## config.mk

```make
export PLATFORM = sky130hd
export DESIGN_NAME = phased_updown_pwm
export DESIGN_NICKNAME = d
export VERILOG_FILES = /design/src/rtl/pud_pkg.sv /design/src/rtl/pud_timebase.sv /design/src/rtl/pud_compare_action.sv /design/src/rtl/pud_zero_sync.sv /design/src/rtl/phased_updown_pwm.sv
export SDC_FILE = /design/constraint.sdc
export NUM_CORES = 1
export LEC_CHECK = 0
export BUFFER_PORTS_ARGS = -buffer_cell sky130_fd_sc_hd__buf_2
export CAP_MARGIN = 20
export CELL_PAD_IN_SITES_DETAIL_PLACEMENT = 1
export CELL_PAD_IN_SITES_GLOBAL_PLACEMENT = 2
export CORE_UTILIZATION = 28
export CTS_CLUSTER_DIAMETER = 100
export DETAILED_ROUTE_END_ITERATION = 8
export PLACE_DENSITY_LB_ADDON = 0.1
export SETUP_SLACK_MARGIN = 0.4
export SLEW_MARGIN = 20
export SYNTH_ARGS = -nofsm -noshare
export SYNTH_HDL_FRONTEND = slang
export SYNTH_SLANG_ARGS = --single-unit
```

## constraint.sdc

```tcl
create_clock -name clk -period 3.28 [get_ports clk]
set_clock_uncertainty 0.05 [all_clocks]
set_input_delay 0.164 -clock clk [delete_from_list [all_inputs] [get_ports clk]]
set_output_delay 0.164 -clock clk [all_outputs]
set_load 0.03 [all_outputs]
```

## src/rtl/pud_pkg.sv

```systemverilog
package pud_pkg;

    typedef enum logic {
        DIR_DOWN = 1'b0,
        DIR_UP   = 1'b1
    } dir_e;

    typedef enum logic [1:0] {
        ACT_HOLD  = 2'd0,
        ACT_CLEAR = 2'd1,
        ACT_SET   = 2'd2
    } act_e;

    // Equality hit on the rising slope clears, on the falling slope sets.
    function automatic act_e pick_action(input logic hit, input dir_e dir);
        if (!hit)
            return ACT_HOLD;
        return (dir == DIR_UP) ? ACT_CLEAR : ACT_SET;
    endfunction

    function automatic dir_e dir_from_bit(input logic b);
        return b ? DIR_UP : DIR_DOWN;
    endfunction

endpackage

```

## src/rtl/pud_timebase.sv

```systemverilog
module pud_timebase
    import pud_pkg::*;
#(
    parameter int CNT_W = 16
) (
    input  logic             clk,
    input  logic             rst,
    input  logic [CNT_W-1:0] period,
    input  logic [CNT_W-1:0] phase_val,
    input  logic             phase_en,
    input  logic             phase_dir,
    input  logic             sync_in,
    output logic [CNT_W-1:0] count_q,
    output dir_e             dir_q
);

    localparam logic [CNT_W-1:0] ONE  = CNT_W'(1);
    localparam logic [CNT_W-1:0] ZERO = '0;

    typedef struct packed {
        logic [CNT_W-1:0] cnt;
        dir_e             dir;
    } tb_state_t;

    tb_state_t cur, nxt;
    logic      load;

    assign load = sync_in & phase_en;

    always_comb begin
        nxt = cur;
        if (load) begin
            nxt.cnt = phase_val;
            nxt.dir = dir_from_bit(phase_dir);
        end else if (cur.dir == DIR_UP) begin
            if (cur.cnt >= period) begin
                nxt.dir = DIR_DOWN;
                nxt.cnt = cur.cnt - ONE;
            end else begin
                nxt.cnt = cur.cnt + ONE;
            end
        end else begin
            if (cur.cnt == ZERO) begin
                nxt.dir = DIR_UP;
                nxt.cnt = ONE;
            end else begin
                nxt.cnt = cur.cnt - ONE;
            end
        end
    end

    always_ff @(posedge clk) begin
        if (rst) begin
            cur.cnt <= ZERO;
            cur.dir <= DIR_UP;
        end else begin
            cur <= nxt;
        end
    end

    assign count_q = cur.cnt;
    assign dir_q   = cur.dir;

    AST_STEP_ONE: assert property (@(posedge clk) disable iff (rst)
        !load |=> ((count_q == $past(count_q) + ONE) || (count_q == $past(count_q) - ONE)));

    AST_PEAK_TURN: assert property (@(posedge clk) disable iff (rst)
        (!load && dir_q == DIR_UP && count_q == period) |=> (dir_q == DIR_DOWN));

    AST_ZERO_TURN: assert property (@(posedge clk) disable iff (rst)
        (!load && count_q == ZERO) |=> (dir_q == DIR_UP && count_q == ONE));

    AST_PHASE_LOAD: assert property (@(posedge clk) disable iff (rst)
        load |=> (count_q == $past(phase_val) && dir_q == dir_from_bit($past(phase_dir))));

endmodule

```

## src/rtl/pud_compare_action.sv

```systemverilog
module pud_compare_action
    import pud_pkg::*;
#(
    parameter int CNT_W = 16
) (
    input  logic             clk,
    input  logic             rst,
    input  logic [CNT_W-1:0] count_q,
    input  dir_e             dir_q,
    input  logic [CNT_W-1:0] cmp_val,
    output logic             pwm_q
);

    logic hit;
    act_e act;

    assign hit = (count_q == cmp_val);
    assign act = pick_action(hit, dir_q);

    always_ff @(posedge clk) begin
        if (rst) begin
            pwm_q <= 1'b0;
        end else begin
            case (act)
                ACT_CLEAR: pwm_q <= 1'b0;
                ACT_SET:   pwm_q <= 1'b1;
                default:   pwm_q <= pwm_q;
            endcase
        end
    end

    AST_UP_MATCH_LOW: assert property (@(posedge clk) disable iff (rst)
        (count_q == cmp_val && dir_q == DIR_UP) |=> !pwm_q);

    AST_DOWN_MATCH_HIGH: assert property (@(posedge clk) disable iff (rst)
        (count_q == cmp_val && dir_q == DIR_DOWN) |=> pwm_q);

    AST_NO_MATCH_HOLD: assert property (@(posedge clk) disable iff (rst)
        (count_q != cmp_val) |=> $stable(pwm_q));

endmodule

```

## src/rtl/pud_zero_sync.sv

```systemverilog
module pud_zero_sync #(
    parameter int CNT_W = 16
) (
    input  logic [CNT_W-1:0] count_q,
    output logic             sync_out
);

    localparam logic [CNT_W-1:0] ZERO = '0;

    assign sync_out = (count_q == ZERO);

endmodule

```

## src/rtl/phased_updown_pwm.sv

```systemverilog
module phased_updown_pwm
    import pud_pkg::*;
#(
    parameter int CNT_W = 16
) (
    input  logic             clk,
    input  logic             rst,
    input  logic [CNT_W-1:0] period,
    input  logic [CNT_W-1:0] cmp_val,
    input  logic [CNT_W-1:0] phase_val,
    input  logic             phase_en,
    input  logic             phase_dir,
    input  logic             sync_in,
    output logic             pwm_out,
    output logic             sync_out,
    output logic [CNT_W-1:0] count,
    output logic             count_up
);

    logic [CNT_W-1:0] cnt_w;
    dir_e             dir_w;

    pud_timebase #(.CNT_W(CNT_W)) u_timebase (
        .clk       (clk),
        .rst       (rst),
        .period    (period),
        .phase_val (phase_val),
        .phase_en  (phase_en),
        .phase_dir (phase_dir),
        .sync_in   (sync_in),
        .count_q   (cnt_w),
        .dir_q     (dir_w)
    );

    pud_compare_action #(.CNT_W(CNT_W)) u_action (
        .clk     (clk),
        .rst     (rst),
        .count_q (cnt_w),
        .dir_q   (dir_w),
        .cmp_val (cmp_val),
        .pwm_q   (pwm_out)
    );

    pud_zero_sync #(.CNT_W(CNT_W)) u_zero (
        .count_q  (cnt_w),
        .sync_out (sync_out)
    );

    assign count    = cnt_w;
    assign count_up = (dir_w == DIR_UP);

endmodule

```

### Word level (Yosys, flattened, before mapping)

Index checks and enable logic that the tools add are counted.

| storage, ports and cells | value |
|---|---|
| register bits after elaboration | 18 |
| input bits | 53 |
| output and inout port bits | 19 |
| word-level logic and storage cells | 22 |

| operators by class | value |
|---|---|
| add/subtract/negate cells | 2 |
| magnitude comparators | 1 |
| equality and inequality tests | 3 |
| muxes and demuxes | 10 |
| bitwise logic cells | 1 |
| reduce and logical (&&, ||, !) cells | 2 |

Operator list:

| kind | count |
|---|---|
| 2-to-1 mux 17 bit | 2 |
| 2-to-1 mux 16 bit | 2 |
| adder 16 x 1 -> 16 bit (second input constant) | 1 |
| equality test 16 bit | 1 |
| greater-or-equal comparator 16 bit | 1 |
| logical NOT 16 bit | 1 |
| subtractor 16 x 1 -> 16 bit (second input constant) | 1 |
| 2-to-1 mux 2 bit | 2 |
| 2-to-1 mux 1 bit | 3 |
| equality test 2 x 1 -> 1 bit (second input constant) | 1 |
| equality test 2 bit (second input constant) | 1 |
| one-hot mux 1 bit (2 select lines) | 1 |
| nonzero test 2 bit | 1 |
| AND 1 bit | 1 |

### Longest topological paths before layout

Gate-level depths: netlist of run 1.

| logic depth | value |
|---|---|
| depth in word-level cells | 4 |
| mapped depth | 10 |
| mapped depth without buffers | 9 |

### Hierarchy

From an unflattened synthesis of run 1, not the netlist that was laid out.

| second synthesis, totals | value |
|---|---|
| cell total of the unflattened synthesis | 232 |
| area total of the unflattened synthesis | 1,881.8 µm² |

Modules (own cells, without submodules):

| module | instances | cells an instance | area an instance (µm²) | sequential area each (µm²) |
|---|---|---|---|---|
| pud_timebase | 1 | 202 | 1,629.1 | 340.3 |
| pud_compare_action | 1 | 25 | 219.0 | 20.0 |
| pud_zero_sync | 1 | 5 | 33.8 | 0.0 |

### Worst setup path after synthesis of run 1

Ideal clock, no wire load.

| timing | value |
|---|---|
| path type | reg-to-reg |
| start point | register u_timebase.cur (netlist bit u_timebase.count_q[0]) |
| end point | register u_timebase.cur (netlist bit u_timebase.count_q[4]) |
| library setup time | 135 ps |
| arrival | 2,540 ps |
| path slack | 555 ps |
| stages on the path, launching flop included | 11 |
| buffers on the path | 1 |
| clock period less this slack | 2,725 ps |
| cells stage by stage | dfxtp_1 > inv_1 > ha_1 > nand2b_1 > a2111oi_2 > or4_4 > nand4_4 > buf_12 > and3_2 > o31ai_1 > o311ai_1 |

| on the way | value |
|---|---|
| longest elaborated chain between the ends | 4 |
| elaborated cells on any way between the ends | 8 |
| classes of those cells | add/sub: 2; order compare: 1; mux: 4; reduce/logical: 1 |

RTL lines:

| item | RTL line | RTL |
|---|---|---|
| start: declaration | pud_timebase.sv:25 | `tb_state_t cur, nxt;` |
| start signal: assignment | pud_timebase.sv:57 | `cur <= nxt;` |
| subtractor 16 x 1 -> 16 bit, or another cell as far along | pud_timebase.sv:38, pud_timebase.sv:47 |  |
| 2-to-1 mux 16 bit (on tied branches) | pud_timebase.sv:43, pud_timebase.sv:36 |  |
| 2-to-1 mux 17 bit * | pud_timebase.sv:35 | `end else if (cur.dir == DIR_UP) begin` |
| 2-to-1 mux 17 bit * | pud_timebase.sv:32 | `if (load) begin` |

Mark *: on every way between the ends. The rest lies on a longest branch, timed or not.
A chain may end at the register's enable or synchronous reset.

### Final worst setup path of run 1

| timing | value |
|---|---|
| start point | register u_timebase.cur (netlist bit u_timebase.count_q[0]) |
| end point | register u_timebase.cur (netlist bit u_timebase.count_q[15]) |

Same word-level chain as after synthesis.

==> run metrics, run 1 <==
outcome completed; Synth top cells by count nand2_1 (25), xnor2_1 (23), inv_1 (20); RR Startpoint u_timebase.count_q[0]; Via-to-Cell Ratio 5.09; global placement routability congestion 0.769; Area Overhead vs Synth 29.2%; crit start category flip-flop; Antenna Diode Count 0; initial antenna violation count 0; Worst setup EP type flip-flop; M2 GR Usage 33.1%; routed via count 2169; drt pass-1 iters 4; EDFF count, synth 0; share of layout cells above drive strength 1 34.8%; Worst Setup SP u_timebase.count_q[0]; vias in the first global route 2116; Final Hold Viols 0; WL/cell 17.0 microns; unrepaired setup endpoints after global routing false; post-synth top area cell dfxtp_1; Die ar. 7460 sq um; R2R Path End u_timebase.count_q[15]; R2R Setup Slk 0.63 ns; Clock transition at path regs 0.08 ns; Worst Tran Pin Value 0.671 ns; GR Util met1 28.6%; worst-path maximum fanout 17; ys async rst share 0%; largest buffer count on any clock path 2; Initial Utilization 29.2%; P_leak 1.21 nW; final-report setup violation count 0; most frequent cell after synthesis nand2_1; top-area cell type share of the netlist area 18.1%; Worst Path Arrival 2.77 ns; max-slew violations 0; Post-Place Cells 418; first-pass GRT wire length 11400 microns; CTS tree built; TritonCTS Buffers 3; final cell count without fillers 426; Final Net Count 403; CTS Sinks 18; Yosys cell types 58; fin crit share 80.9%; maxcap violations 0; root buf cell clkbuf_8; fin crit period 2.65 ns; Place WS 0.448 ns; largest net degree at the start of global routing 19; Netlist Area Pre-Place 1990 sq um; Congestion Overflow GR 0; Setup TNS 0 ns; met3 Use GR 2.10%; Worst IR Drop VDD 0.000147 V; Hold-fix buffers, CTS 0; worst setup margin 0.627 ns; Starting DRT DRC Count 73; H-Tree Depth 1; Cell Rows 30; Die Y 86.4 microns; crit path to u_timebase.count_q[15]; Boundary Pins 72; Reg2Reg Depth 10; Routed Antenna Nets 0; register area share after synthesis 18.1%; Synth area leaders dfxtp_1 (18%), ha_1 (12%), xnor2_1 (10%); DRC 0; FMAX 377 MHz; syn avg cell area 8.00 sq um; Net Count, Synth 321; worst-skew pair later-pin latency 0.27 ns; Port Buffers 71; worst setup path category reg2reg; dominant synthesized flop cell dfxtp_1; relative slew slack 55.2%; die extent in x 86.4 microns; gr usage total 20.3%; Hold WC Path Type in2reg; WP data required 3.40 ns; Filler Cell Count 894; Synth warnings 0; Synth Instances 249; PD cells 429 nW/um^2; final wirelength 7250 microns; Yosys reg bits 18; layer carrying the most global-route usage met2; core area 6830 sq um; Post-DP HPWL 5740 microns
[flip-flops by register name, indices dropped and copies added, names as in the netlist]
| signal | count |
|---|---|
| u_action.pwm_q | 1 |
| u_timebase.count_q | 16 |
| u_timebase.dir_q | 1 |
[worst min-delay path by stage]
stage,slack (ns),from,endpoint,depth (start not counted)
2_1_floorplan,0.19,rst,u_action.pwm_q,1
3_3_place_gp,0.33,phase_val[8],u_timebase.count_q[8],3
3_5_place_dp,0.32,phase_val[8],u_timebase.count_q[8],3
4_1_cts,0.04,phase_val[8],u_timebase.count_q[8],3
5_1_grt,0.06,phase_val[5],u_timebase.count_q[5],2
6_report,0.04,phase_val[8],u_timebase.count_q[8],3
[where the power goes]
group	internal (mW)	switching (mW)
registers	0.246	0.0345
logic	0.258	0.364
clock network	0.107	0.0944
total	0.611	0.493
[critical path, cell delays in order (launching register included)]
cell	delay [ns]
dfxtp_2	0.41
inv_1	0.11
ha_1	0.27
nand2b_1	0.15
a2111oi_2	0.36
or4_4	0.20
nand4_4	0.25
buf_4	0.25
mux2i_1	0.12
xnor2_1	0.14
a22o_1	0.22
[timing repair]
item,4_1_cts,5_1_grt
gates resized for setup,0,1
endpoints found under the setup margin,0,9
buffers inserted,0,4
[cell families (layout without fill, tap and decap cells)]
| kind of cell | Yosys count | count (layout) | synth area share, % |
|---|---|---|---|
| compound gates | 47 | 47 | 17.3 |
| xor+xnor | 28 | 28 | 12.3 |
| fa+ha+maj | 19 | 19 | 11.9 |
| buf+inv | 35 | 116 | 9.16 |
| flops | 18 | 18 | 18.1 |
| mux | 7 | 7 | 3.58 |
| simple gates | 95 | 95 | 27.7 |
[final cells by class]
cell class / count / area, sq um / area share (%)
clock buffers: 4 / 55.1 / 2.14
inverters: 20 / 75.1 / 2.92
multi-input cells: 196 / 1450 / 56.3
flip-flops and latches: 18 / 362 / 14.0
well taps: 96 / 120 / 4.66
repair buffers: 92 / 513 / 19.9
[cells in the final DEF (no fill, tap or decap), types with 2 or more instances in the layout]
cell type | synthesis | final
buf_2 | 4 | 71
nand2_1 | 25 | 25
xnor2_1 | 23 | 23
buf_4 | 2 | 21
inv_1 | 20 | 20
ha_1 | 19 | 19
nor2_1 | 17 | 17
dfxtp_1 | 18 | 17
nand4_1 | 11 | 11
nand3_1 | 10 | 10
o21ai_0 | 9 | 9
a21oi_1 | 8 | 8
a22o_1 | 8 | 8
mux2i_1 | 6 | 6
a32oi_1 | 5 | 5
xor2_1 | 5 | 5
clkbuf_8 | 0 | 4
nor3_1 | 3 | 3
nor4_1 | 3 | 3
a211oi_1 | 3 | 3
or4_4 | 2 | 2
nor2b_1 | 2 | 2
and2_1 | 2 | 2
o311ai_1 | 2 | 2
and3_1 | 2 | 2
or3_1 | 2 | 2
[layer usage]
layer | wire length [microns] | part of all wire (%)
met4 | 93 | 1.3
met1 | 3550 | 49
met3 | 306 | 4.2
met2 | 3300 | 46
met5 | 0 | 0
[metrics by stage]
| step | instance area [sq um] | power (mW) | hold WS [ns] | util (%) |
|---|---|---|---|---|
| 6_report | 2570 | 1.10 | 0.0443 | 37.7 |
| 5_1_grt | 2570 | 1.18 | 0.0620 | 37.7 |
| 4_1_cts | 2540 | 1.10 | 0.0432 | 37.2 |
| 3_5_place_dp | 2490 | 0.894 | 0.324 | 36.4 |
| 3_3_place_gp | 2490 | 0.893 | 0.328 | 36.4 |
| 2_1_floorplan | 1990 | 0.705 | 0.187 | - |
(Power assumes the default switching activity.)
==> run 2: changes to the inputs <==
--- a/config.mk
+++ b/config.mk
@@ -5,11 +5,12 @@
 export SDC_FILE = /design/constraint.sdc
 export NUM_CORES = 1
 export LEC_CHECK = 0
+export ABC_AREA = 1
 export BUFFER_PORTS_ARGS = -buffer_cell sky130_fd_sc_hd__buf_2
 export CAP_MARGIN = 20
 export CELL_PAD_IN_SITES_DETAIL_PLACEMENT = 1
 export CELL_PAD_IN_SITES_GLOBAL_PLACEMENT = 2
-export CORE_UTILIZATION = 28
+export CORE_UTILIZATION = 24
 export CTS_CLUSTER_DIAMETER = 100
 export DETAILED_ROUTE_END_ITERATION = 8
 export PLACE_DENSITY_LB_ADDON = 0.1
==> constraint.sdc (replaced) <==
create_clock -name clk -period 2.42 [get_ports clk]
set_clock_uncertainty 0.05 [all_clocks]
set_input_delay 0.121 -clock clk [delete_from_list [all_inputs] [get_ports clk]]
set_output_delay 0.121 -clock clk [all_outputs]
set_load 0.03 [all_outputs]
==> run 2 against run 1 <==
Power grew 91%. Die area increased by 38%. Sequential cell count stayed put. Final area increased by 19%. Synthesized cell count rose by 51%. Global-route usage fell by 2.5 points. Register-to-register slack worse by 0.07 ns. Worst hold slack worse by 0.030 ns. Clock-buffer cell count stayed put. Critical path type unchanged.
==> run metrics, run 2 <==
Total Power 2.11 mW; initial antenna violation count 0; Via-to-Cell Ratio 4.56; Congestion Overflow GR 0; outcome completed; dominant synthesized flop cell dfxtp_1; Place WS 0.357 ns; FMAX 536 MHz; relative slew slack 64.6%; final-report setup violation count 0; Final Util 32.5%; Clock transition at path regs 0.08 ns; Boundary Pins 72; global placement routability congestion 0.784; crit-path leading delay family simple AND/OR/NAND/NOR gates; max FFs per register 16; die extent in x 101 microns; Reg2Reg Depth 11; Worst setup EP type flip-flop; CTS tree built; DRC 0; TritonCTS Buffers 3; Die Y 101 microns; Post-Place Cells 577; slowest CP cell dfxtp_2; most frequent cell after synthesis nand2_1; P_leak 1.54 nW; ys async rst share 0%; worst-skew pair later-pin latency 0.27 ns; Starting DRT DRC Count 62; hold depth 3; unrepaired setup endpoints after global routing true; EDFF count, synth 0; top-area cell type share of the netlist area 16.1%; register area share after synthesis 15.2%; root buf cell clkbuf_8; Port Buffers 71; WL/cell 15.0 microns; vias in the first global route 2642; H-Tree Depth 1; gr usage total 17.8%; commonest non-fill, non-tap cell in the layout nand2_1; syn avg cell area 6.31 sq um; Setup TNS 0 ns; largest net degree at the start of global routing 19; first-pass GRT wire length 13700 microns; Final Hold Viols 0; PD cells 689 nW/um^2; Initial Utilization 25.2%; final cell count without fillers 589; Synth area leaders nand2_1 (16%), dfxtp_1 (15%), ha_1 (10%); most used cell, CP inv_1; Worst Path Arrival 2.01 ns; Die ar. 10300 sq um; Hold WC Path Type in2reg; hold path endpoint u_timebase.dir_q; Synth Instances 376; worst setup margin 0.553 ns; core area 9420 sq um; Netlist Area Pre-Place 2370 sq um; final wirelength 8810 microns; Synth warnings 0; Yosys reg bits 18; worst setup path category reg2reg; Net Count, Synth 448; maxcap violations 0; hold path start phase_dir; CTS Sinks 18; fin crit share 77.1%; routed via count 2684; Area Overhead vs Synth 29.0%; crit start category flip-flop; critical-path cell list inv_1, buf_4, ha_1, inv_1, nor3_2, nand2_1, xor2_1, inv_1, nand2_1, nand3_1, a21oi_1; Routed Antenna Nets 0; fin crit period 1.87 ns; largest buffer count on any clock path 2; Synth top cells by count nand2_1 (102), inv_1 (48), nand4_1 (27); Worst Tran Pin Value 0.531 ns; WP data required 2.57 ns; Final Net Count 533; R2R Setup Slk 0.55 ns; Filler Cell Count 1250; Yosys cell types 30; Worst IR Drop VDD 0.000275 V; worst-path maximum fanout 4; Buffers & Inverters on Critical Path 4; R2R Path End u_timebase.count_q[12]; max-slew violations 0; Cell Rows 35; share of layout cells above drive strength 1 30.7%; RR Startpoint u_timebase.count_q[0]; Antenna Diode Count 0; max incr delay on CP 0.32 ns; most frequent cells in the layout nand2_1 (101), buf_2 (71), inv_1 (48); drt pass-1 iters 4; post-synth top area cell nand2_1; Post-DP HPWL 7060 microns
==> run 2: cell types whose count changed in the layout (fill, tap and decap cells not counted), sizes merged, moves of 5 or more <==
cell	change
xnor2	-7
buf	+5
nand2	+83
nor2	+21
nand3	+17
nand4	+14
o21ai	-8
a32oi	-5
mux2i	-6
xor2	+15
inv	+30
a22o	-8
a21oi	+15
==> run 2: cell families after synthesis <==
group                      Yosys count  share of synthesized area, %
xor gates and xnor gates            36                          13.3
buffers and inverters               69                          13.2
and+or+nand+nor                    207                          42.3
adders and majority gates           19                          10.0
AOI/OAI and AO/OA                   27                          6.01
DFF                                 18                          15.2
==> run 2: worst max-delay path by stage <==
stage / from / to / slack [ns] / cells past startpoint
after floorplan: u_timebase.count_q[1] / u_timebase.count_q[3] / 0.43 / 12
after global placement: u_timebase.count_q[15] / u_timebase.count_q[9] / 0.44 / 9
after detailed placement: u_timebase.count_q[15] / u_timebase.count_q[9] / 0.36 / 9
after CTS: u_timebase.count_q[4] / u_timebase.count_q[9] / 0.40 / 13
after global routing: u_timebase.count_q[5] / u_timebase.count_q[7] / 0.39 / 12
final: u_timebase.count_q[0] / u_timebase.count_q[12] / 0.55 / 11
==> run 2: worst reg2reg max path, cell delays in order (launching register included) <==
cell     delay (ns)
dfxtp_2        0.32
inv_1          0.10
buf_4          0.16
ha_1           0.18
inv_1          0.08
nor3_2         0.29
nand2_1        0.15
xor2_1         0.16
inv_1          0.05
nand2_1        0.06
nand3_1        0.06
a21oi_1        0.13
==> run 2: repair_timing <==
action                     in CTS  in global routing
setup endpoints to repair       6                 17
hold buffers                    0                  0
pin swaps                       1                  4
setup buffers                   0                  6
gates resized for setup         1                  8
gates cloned                    0                  2
==> run 2: metal layers <==
metal | GRT usage [%] | vias to the layer above | routed length [microns]
li1 | - | 1367 | -
met1 | 25.5 | 1270 | 4560
met2 | 28.3 | 41 | 3960
met3 | 1.45 | 6 | 202
met4 | 4.91 | 0 | 76
met5 | 0 | - | 0
==> run 2: stage by stage <==
stage               instance area, sq um  hold WS [ns]
floorplan                           2370         0.193
global placement                    2920         0.281
detailed placement                  2920         0.291
CTS                                 2970       0.00899
global route                        3060        0.0231
finish                              3060        0.0140
==> run 2: final cells by class <==
| class | instances | area, sq um | share of cell area [%] |
|---|---|---|---|
| inverter | 50 | 188 | 6.13 |
| sequential | 18 | 364 | 11.9 |
| tap | 129 | 161 | 5.27 |
| multi-input combinational | 291 | 1740 | 56.8 |
| clock buffer | 4 | 55.1 | 1.80 |
| timing repair buffer | 97 | 554 | 18.1 |
==> run 2: power breakdown <==
group          switching (mW)  internal, mW  total, mW
sequential             0.0371         0.353      0.390
clock                   0.121         0.145      0.267
combinational           0.916         0.536       1.45
